<file path="config.mk">
export PLATFORM = sky130hd
export DESIGN_NAME = xbus_wait_ctrl
export DESIGN_NICKNAME = d
export VERILOG_FILES = /design/src/rtl/xbus_wait_pkg.sv /design/src/rtl/xbus_rdy_front.sv /design/src/rtl/xbus_wait_cnt.sv /design/src/rtl/xbus_cycle_seq.sv /design/src/rtl/xbus_wait_ctrl.sv
export SDC_FILE = /design/constraint.sdc
export NUM_CORES = 1
export LEC_CHECK = 0
export ABC_AREA = 1
export BUFFER_PORTS_ARGS = -buffer_cell sky130_fd_sc_hd__buf_2
export CELL_PAD_IN_SITES_DETAIL_PLACEMENT = 1
export CELL_PAD_IN_SITES_GLOBAL_PLACEMENT = 1
export CORE_MARGIN = 2
export CORE_UTILIZATION = 35
export CTS_BUF_LIST = sky130_fd_sc_hd__clkbuf_8
export DETAILED_ROUTE_END_ITERATION = 6
export HOLD_SLACK_MARGIN = 0.08
export PLACE_DENSITY_LB_ADDON = 0.1
export SYNTH_ARGS = -nofsm -noshare
export SYNTH_HDL_FRONTEND = slang
export SYNTH_HIERARCHICAL = 1
export SYNTH_SLANG_ARGS = --single-unit
</file>
<file path="constraint.sdc">
create_clock -name clk -period 2.9 [get_ports clk]
set_clock_uncertainty 0.2 [all_clocks]
set_input_delay 0.87 -clock clk [delete_from_list [all_inputs] [get_ports clk]]
set_output_delay 0.87 -clock clk [all_outputs]
set_load 0.01 [all_outputs]
</file>
<file path="src/rtl/xbus_wait_pkg.sv">
package xbus_wait_pkg;

    typedef enum logic [2:0] {
        ST_IDLE   = 3'd0,
        ST_CMD    = 3'd1,
        ST_SAMPLE = 3'd2,
        ST_TERM   = 3'd3,
        ST_DONE   = 3'd4
    } cyc_state_e;

    function automatic logic strobe_phase(input cyc_state_e s);
        return (s == ST_CMD) || (s == ST_SAMPLE) || (s == ST_TERM);
    endfunction

endpackage

</file>
<file path="src/rtl/xbus_rdy_front.sv">
// READY front end: polarity correction and optional synchronizer chain.
module xbus_rdy_front #(
    parameter int SYNC_DEPTH = 2
) (
    input  logic clk,
    input  logic rst_n,
    input  logic pin_i,
    input  logic pol_i,
    input  logic async_i,
    input  logic clear_i,
    output logic seen_o
);
    logic                  act;
    logic [SYNC_DEPTH-1:0] chain_d, chain_q, shifted;

    assign act = (pin_i == pol_i);

    generate
        if (SYNC_DEPTH == 1) begin : g_one
            assign shifted = act;
        end else begin : g_many
            assign shifted = {chain_q[SYNC_DEPTH-2:0], act};
        end
    endgenerate

    always_comb begin
        chain_d = clear_i ? '0 : shifted;
    end

    always_ff @(posedge clk or negedge rst_n) begin
        if (!rst_n) chain_q <= '0;
        else        chain_q <= chain_d;
    end

    assign seen_o = async_i ? chain_q[SYNC_DEPTH-1] : act;

endmodule

</file>
<file path="src/rtl/xbus_wait_cnt.sv">
// Loadable down counter for command-phase wait states.
module xbus_wait_cnt #(
    parameter int WAIT_W = 4
) (
    input  logic              clk,
    input  logic              rst_n,
    input  logic              load_i,
    input  logic [WAIT_W-1:0] val_i,
    input  logic              dec_i,
    output logic              zero_o
);
    logic [WAIT_W-1:0] cnt_d, cnt_q;

    always_comb begin
        cnt_d = cnt_q;
        if (load_i)     cnt_d = val_i;
        else if (dec_i) cnt_d = cnt_q - WAIT_W'(1);
    end

    always_ff @(posedge clk or negedge rst_n) begin
        if (!rst_n) cnt_q <= '0;
        else        cnt_q <= cnt_d;
    end

    assign zero_o = (cnt_q == '0);

endmodule

</file>
<file path="src/rtl/xbus_cycle_seq.sv">
// Access sequencer: idle -> command -> READY sampling -> terminate -> done.
module xbus_cycle_seq
    import xbus_wait_pkg::*;
(
    input  logic clk,
    input  logic rst_n,
    input  logic req_i,
    input  logic rw_i,
    input  logic rdy_en_i,
    input  logic rdy_pol_i,
    input  logic async_i,
    input  logic cnt_zero_i,
    input  logic seen_i,
    output logic cnt_load_o,
    output logic cnt_dec_o,
    output logic pol_o,
    output logic async_o,
    output logic clear_o,
    output logic rd_n_o,
    output logic wr_n_o,
    output logic capture_o,
    output logic done_o
);
    typedef struct packed {
        cyc_state_e state;
        logic       is_read;
        logic       rdy_en;
        logic       pol;
        logic       asyn;
        logic       rd_n;
        logic       wr_n;
        logic       capture;
        logic       done;
    } seq_t;

    seq_t s_d, s_q;
    logic active_d;

    always_comb begin
        s_d = s_q;
        unique case (s_q.state)
            ST_IDLE: begin
                if (req_i) begin
                    s_d.state   = ST_CMD;
                    s_d.is_read = rw_i;
                    s_d.rdy_en  = rdy_en_i;
                    s_d.pol     = rdy_pol_i;
                    s_d.asyn    = async_i;
                end
            end
            ST_CMD: begin
                if (cnt_zero_i) begin
                    if (!s_q.rdy_en || seen_i) s_d.state = ST_TERM;
                    else                       s_d.state = ST_SAMPLE;
                end
            end
            ST_SAMPLE: begin
                if (seen_i) s_d.state = ST_TERM;
            end
            ST_TERM: s_d.state = ST_DONE;
            ST_DONE: s_d.state = ST_IDLE;
            default: s_d.state = ST_IDLE;
        endcase

        active_d    = strobe_phase(s_d.state);
        s_d.rd_n    = !(active_d &&  s_d.is_read);
        s_d.wr_n    = !(active_d && !s_d.is_read);
        s_d.capture = (s_d.state == ST_TERM) && s_d.is_read;
        s_d.done    = (s_d.state == ST_DONE);
    end

    always_ff @(posedge clk or negedge rst_n) begin
        if (!rst_n) begin
            s_q         <= '0;
            s_q.state   <= ST_IDLE;
            s_q.rd_n    <= 1'b1;
            s_q.wr_n    <= 1'b1;
        end else begin
            s_q <= s_d;
        end
    end

    assign cnt_load_o = (s_q.state == ST_IDLE) && req_i;
    assign cnt_dec_o  = (s_q.state == ST_CMD) && !cnt_zero_i;
    assign clear_o    = !strobe_phase(s_q.state);
    assign pol_o      = s_q.pol;
    assign async_o    = s_q.asyn;
    assign rd_n_o     = s_q.rd_n;
    assign wr_n_o     = s_q.wr_n;
    assign capture_o  = s_q.capture;
    assign done_o     = s_q.done;

endmodule

</file>
<file path="src/rtl/xbus_wait_ctrl.sv">
module xbus_wait_ctrl #(
    parameter int WAIT_W     = 4,
    parameter int SYNC_DEPTH = 2
) (
    input  logic              clk,
    input  logic              rst_n,
    input  logic              req_i,
    input  logic              rw_i,
    input  logic [WAIT_W-1:0] wait_cfg_i,
    input  logic              rdy_en_i,
    input  logic              rdy_pol_i,
    input  logic              async_mode_i,
    input  logic              ready_pin_i,
    output logic              rd_n_o,
    output logic              wr_n_o,
    output logic              capture_o,
    output logic              done_o
);
    logic cnt_load, cnt_dec, cnt_zero;
    logic seen, pol_l, async_l, clear;

    xbus_wait_cnt #(.WAIT_W(WAIT_W)) u_cnt (
        .clk    (clk),
        .rst_n  (rst_n),
        .load_i (cnt_load),
        .val_i  (wait_cfg_i),
        .dec_i  (cnt_dec),
        .zero_o (cnt_zero)
    );

    xbus_rdy_front #(.SYNC_DEPTH(SYNC_DEPTH)) u_front (
        .clk     (clk),
        .rst_n   (rst_n),
        .pin_i   (ready_pin_i),
        .pol_i   (pol_l),
        .async_i (async_l),
        .clear_i (clear),
        .seen_o  (seen)
    );

    xbus_cycle_seq u_seq (
        .clk        (clk),
        .rst_n      (rst_n),
        .req_i      (req_i),
        .rw_i       (rw_i),
        .rdy_en_i   (rdy_en_i),
        .rdy_pol_i  (rdy_pol_i),
        .async_i    (async_mode_i),
        .cnt_zero_i (cnt_zero),
        .seen_i     (seen),
        .cnt_load_o (cnt_load),
        .cnt_dec_o  (cnt_dec),
        .pol_o      (pol_l),
        .async_o    (async_l),
        .clear_o    (clear),
        .rd_n_o     (rd_n_o),
        .wr_n_o     (wr_n_o),
        .capture_o  (capture_o),
        .done_o     (done_o)
    );

endmodule

</file>
==> report_table.html <==
<table>
<tr><th>Metric</th><th>Value</th></tr>
<tr><th colspan="2">Die</th></tr>
<tr><td>Core Box Area</td><td>between 0.002 and 0.0025 mm^2</td></tr>
<tr><td>Die W</td><td>about 52 um</td></tr>
<tr><td>Initial core utilization</td><td>0.369</td></tr>
<tr><td># IOs</td><td>16</td></tr>
<tr><td>Die height</td><td>52.3 um</td></tr>
<tr><td>Cell row count</td><td>17</td></tr>
<tr><td>Die footprint</td><td>0.00274 mm^2</td></tr>
<tr><th colspan="2">Clocking</th></tr>
<tr><td># clock sinks</td><td>17</td></tr>
<tr><td>Total clock buffers created by CTS</td><td>3</td></tr>
<tr><td>Longest Clk Path Bufs</td><td>2</td></tr>
<tr><td>Clock-pin slew reported for the worst setup and hold paths after clock tree synthesis</td><td>around 0.06 ns</td></tr>
<tr><td>Latest clock arrival within the worst-skew pair</td><td>~0.24 ns</td></tr>
<tr><td>Hold-fix buffer count after cts</td><td>0</td></tr>
<tr><td>Buffers inserted during post-CTS setup optimization</td><td>0</td></tr>
<tr><td>Root Buffer</td><td>clkbuf_8</td></tr>
<tr><td>CTS HTree Levels</td><td>1</td></tr>
<tr><td>Cts repair resizes</td><td>0</td></tr>
<tr><td>Clock tree from TritonCTS</td><td>yes</td></tr>
<tr><th colspan="2">Global route</th></tr>
<tr><td>Number of global-route vias before repair</td><td>660</td></tr>
<tr><td>Wire length of the first global-routing pass</td><td>around 2900 um</td></tr>
<tr><td>Gr ovfl total</td><td>0</td></tr>
<tr><td>All-Layer GR Usage</td><td>0.147</td></tr>
<tr><td>Pin count of the biggest net entering global routing</td><td>18</td></tr>
<tr><td>Antenna violations before repair</td><td>0</td></tr>
<tr><th colspan="2">Worst setup path</th></tr>
<tr><td>Critical Path Start Type</td><td>flip-flop</td></tr>
<tr><td>Start-to-end type of the worst setup path</td><td>flip-flop to primary output</td></tr>
<tr><td>Highest-delay cell along the critical path</td><td>dfstp_2</td></tr>
<tr><td>Cell-by-cell listing of the critical path</td><td>buf_2</td></tr>
<tr><td>Worst path buffer plus inverter count</td><td>1</td></tr>
<tr><td>Required time of the critical path</td><td>roughly 1.8 ns</td></tr>
<tr><td>Critical path data arrival time</td><td>0.88 ns</td></tr>
<tr><td>Cell type group with the largest total delay on the critical path</td><td>flip-flops</td></tr>
<tr><td>Largest stage delay on the critical path</td><td>between 0.5 and 0.6 ns</td></tr>
<tr><td>CP max FO</td><td>1</td></tr>
<tr><td>Category of the worst setup path capture point</td><td>primary output</td></tr>
<tr><th colspan="2">Routing</th></tr>
<tr><td>Number of routed nets with antenna violations</td><td>0</td></tr>
<tr><td>Wire length reported by the detailed router</td><td>between 1500 and 2000 um</td></tr>
<tr><td>Number of violations reported at the end of detailed-routing iteration 0</td><td>9</td></tr>
<tr><td>Vias post-DR</td><td>roughly 660</td></tr>
<tr><td>Mean number of vias per cell</td><td>around 4.5</td></tr>
<tr><td>DRC Markers</td><td>0</td></tr>
<tr><td>Routed wire per std cell</td><td>roughly 11 um</td></tr>
<tr><td>Drt pass-1 iters</td><td>4</td></tr>
<tr><th colspan="2">Timing</th></tr>
<tr><td>Setup repair after global routing missed its margin</td><td>false</td></tr>
<tr><td>Minimum period implied by the final worst setup slack</td><td>just under 2 ns</td></tr>
<tr><td>Total count of max-transition violations in the final report</td><td>0</td></tr>
<tr><td>Pin slew with the least headroom to its limit</td><td>between 0.3 and 0.4 ns</td></tr>
<tr><td>Final clock period utilization by the worst path</td><td>0.674</td></tr>
<tr><td>FMAX</td><td>between 500 and 600 MHz</td></tr>
<tr><td>Smallest hold slack</td><td>0.286 ns</td></tr>
<tr><td>Worst slew slack as a fraction of its limit</td><td>0.745</td></tr>
<tr><td>Total negative slack for setup checks</td><td>0 ns</td></tr>
<tr><td>Setup Viol. Count Final</td><td>0</td></tr>
<tr><td>Endpoints failing hold</td><td>0</td></tr>
<tr><th colspan="2">Synthesis</th></tr>
<tr><td>Top flip-flop cell by instance count after synthesis</td><td>dfrtp_1</td></tr>
<tr><td>Flop and latch count out of synthesis</td><td>17</td></tr>
<tr><td>Synth async-reset ratio</td><td>1.00</td></tr>
<tr><td>Number of flops mapped to enable cells by yosys</td><td>0</td></tr>
<tr><td>Top area cells in the synthesized netlist</td><td>dfrtp_1 (46%), nand2_1 (14%), inv_1 (6.9%)</td></tr>
<tr><td>List of most frequent post-synthesis cells</td><td>nand2_1 (31), dfrtp_1 (15), inv_1 (15)</td></tr>
<tr><td>Portion of synthesized cell area occupied by the leading cell type</td><td>0.459</td></tr>
<tr><td>Synthesized area per cell</td><td>a little over 8 um^2</td></tr>
<tr><td>Dominant cell by count in the synthesized netlist</td><td>nand2_1</td></tr>
<tr><td>Yosys warnings</td><td>6</td></tr>
<tr><td>Syn_nets</td><td>112</td></tr>
<tr><td>Cell area after synthesis</td><td>817 um^2</td></tr>
<tr><td>Cell variety after synth</td><td>19</td></tr>
<tr><td>Instance count of the mapped netlist</td><td>slightly below 100</td></tr>
<tr><td>Leading area contributor after synthesis</td><td>dfrtp_1</td></tr>
<tr><td>Sequential-to-total area share from yosys stat</td><td>0.524</td></tr>
<tr><th colspan="2">Layout</th></tr>
<tr><td>Area Growth Syn to Fin</td><td>19.0%</td></tr>
<tr><td>Number of filler instances in the final layout</td><td>297</td></tr>
<tr><td>Layout cells sized above 1</td><td>0.271</td></tr>
<tr><td>Antenna Diode Count</td><td>0</td></tr>
<tr><td>Number of nets at the end of the flow</td><td>132</td></tr>
<tr><th colspan="2">Hold path</th></tr>
<tr><td>Min-Delay Path Class</td><td>flip-flop to flip-flop</td></tr>
<tr><th colspan="2">Place</th></tr>
<tr><td>Half-perimeter wire length of the detailed placement result</td><td>~1300 um</td></tr>
<tr><td>Final RePlAce weighted congestion</td><td>0.714</td></tr>
<tr><td>Number of port buffers</td><td>15</td></tr>
<tr><th colspan="2">Pwr</th></tr>
<tr><td>Worst supply voltage drop on vdd</td><td>about 0.47 mV</td></tr>
<tr><td>Leak pwr</td><td>about 0.55 nW</td></tr>
<tr><td>Power density relative to cell area</td><td>about 1100 mW/mm^2</td></tr>
<tr><th colspan="2">Status</th></tr>
<tr><td>Status</td><td>completed</td></tr>
<tr><th colspan="2">Job</th></tr>
<tr><td>Max-cap violations</td><td>0</td></tr>
</table>
==> final timing paths <==
kind	endpoint	depth (start not counted)	start	slack [ns]
setup / recovery	rd_n_o	1	u_seq/rd_n_o	0.95
hold / removal	u_front/chain_q[1]	2	u_front/chain_q[0]	0.29
setup reg to reg	u_cnt/cnt_q[3]	8	u_cnt/cnt_q[0]	0.96
hold reg to reg	u_front/chain_q[1]	2	u_front/chain_q[0]	0.29
max in group asynchronous	u_seq/rd_n_o	1	rst_n	1.85
min in group asynchronous	u_seq/s_q[10]	1	rst_n	0.34
==> where the power goes <==
part | switching [W] | total (W) | leakage [nW] | internal [W]
combinational | 0.000314 | 0.000496 | 0.310 | 0.000182
sequential | 0.0000743 | 0.000427 | 0.210 | 0.000353
clock | 0.0000751 | 0.000169 | 0.0269 | 0.0000936
==> per-stage QoR <==
step | std cells | util | total power (W) | setup slack, ns | cell area (um^2)
CTS | 146 | 0.439 | 0.00111 | 0.919 | 972
finish | 146 | 0.439 | 0.00109 | 0.945 | 972
floorplan | 99 | - | 0.000800 | 1.00 | 817
global route | 146 | 0.439 | 0.00121 | 0.775 | 972
global placement | 142 | 0.419 | 0.000918 | 0.808 | 927
detailed placement | 142 | 0.419 | 0.000938 | 0.752 | 927
==> cells in the final DEF, fill, tap and decap left out, drive strengths merged <==
cell type  netlist  layout
clkbuf           0       3
nand2           36      36
nand3           10      10
xor2             1       1
dfstp            2       2
a22oi            1       1
nor2            11      11
buf              0      15
dfrtp           15      15
nor3b            1       1
o21ai            3       3
ha               1       1
nor4             1       1
inv             17      18
==> metal layers <==
layer	global-route usage	vias to the layer above	wire, um
li1	-	338	-
met1	0.195	312	812
met2	0.227	12	779
met3	0.0343	2	66
met4	0.0641	0	16
met5	0	-	0
==> cell families after synthesis <==
logic type | Yosys count | synth area share
adder cells (fa/ha/maj) | 1 | 0.0153
XOR/XNOR | 1 | 0.0107
AO/OA/AOI/OAI | 4 | 0.0413
AND/OR/NAND/NOR | 59 | 0.331
flip-flops | 17 | 0.524
buffers and inverters | 17 | 0.0781
==> sequential cells by signal, indices dropped and copies added, names as in the netlist <==
| register | flops |
|---|---|
| u_seq/rd_n_o | 1 |
| u_seq/async_o | 1 |
| u_front/chain_q | 2 |
| u_seq/pol_o | 1 |
| u_seq/capture_o | 1 |
| u_seq/s_q | 5 |
| u_cnt/cnt_q | 4 |
| u_seq/wr_n_o | 1 |
| u_seq/done_o | 1 |
==> cell type report <==
class | count | area, um^2 | area share
sequential | 17 | 428 | 0.440
multi-input combinational | 65 | 325 | 0.335
timing repair buffer | 15 | 75.1 | 0.0772
inverter | 17 | 63.8 | 0.0656
clock buffer | 3 | 41.3 | 0.0425
tap | 28 | 35.0 | 0.0360
clock inverter | 1 | 3.75 | 0.00386
Power figures use the tool's default switching activity.
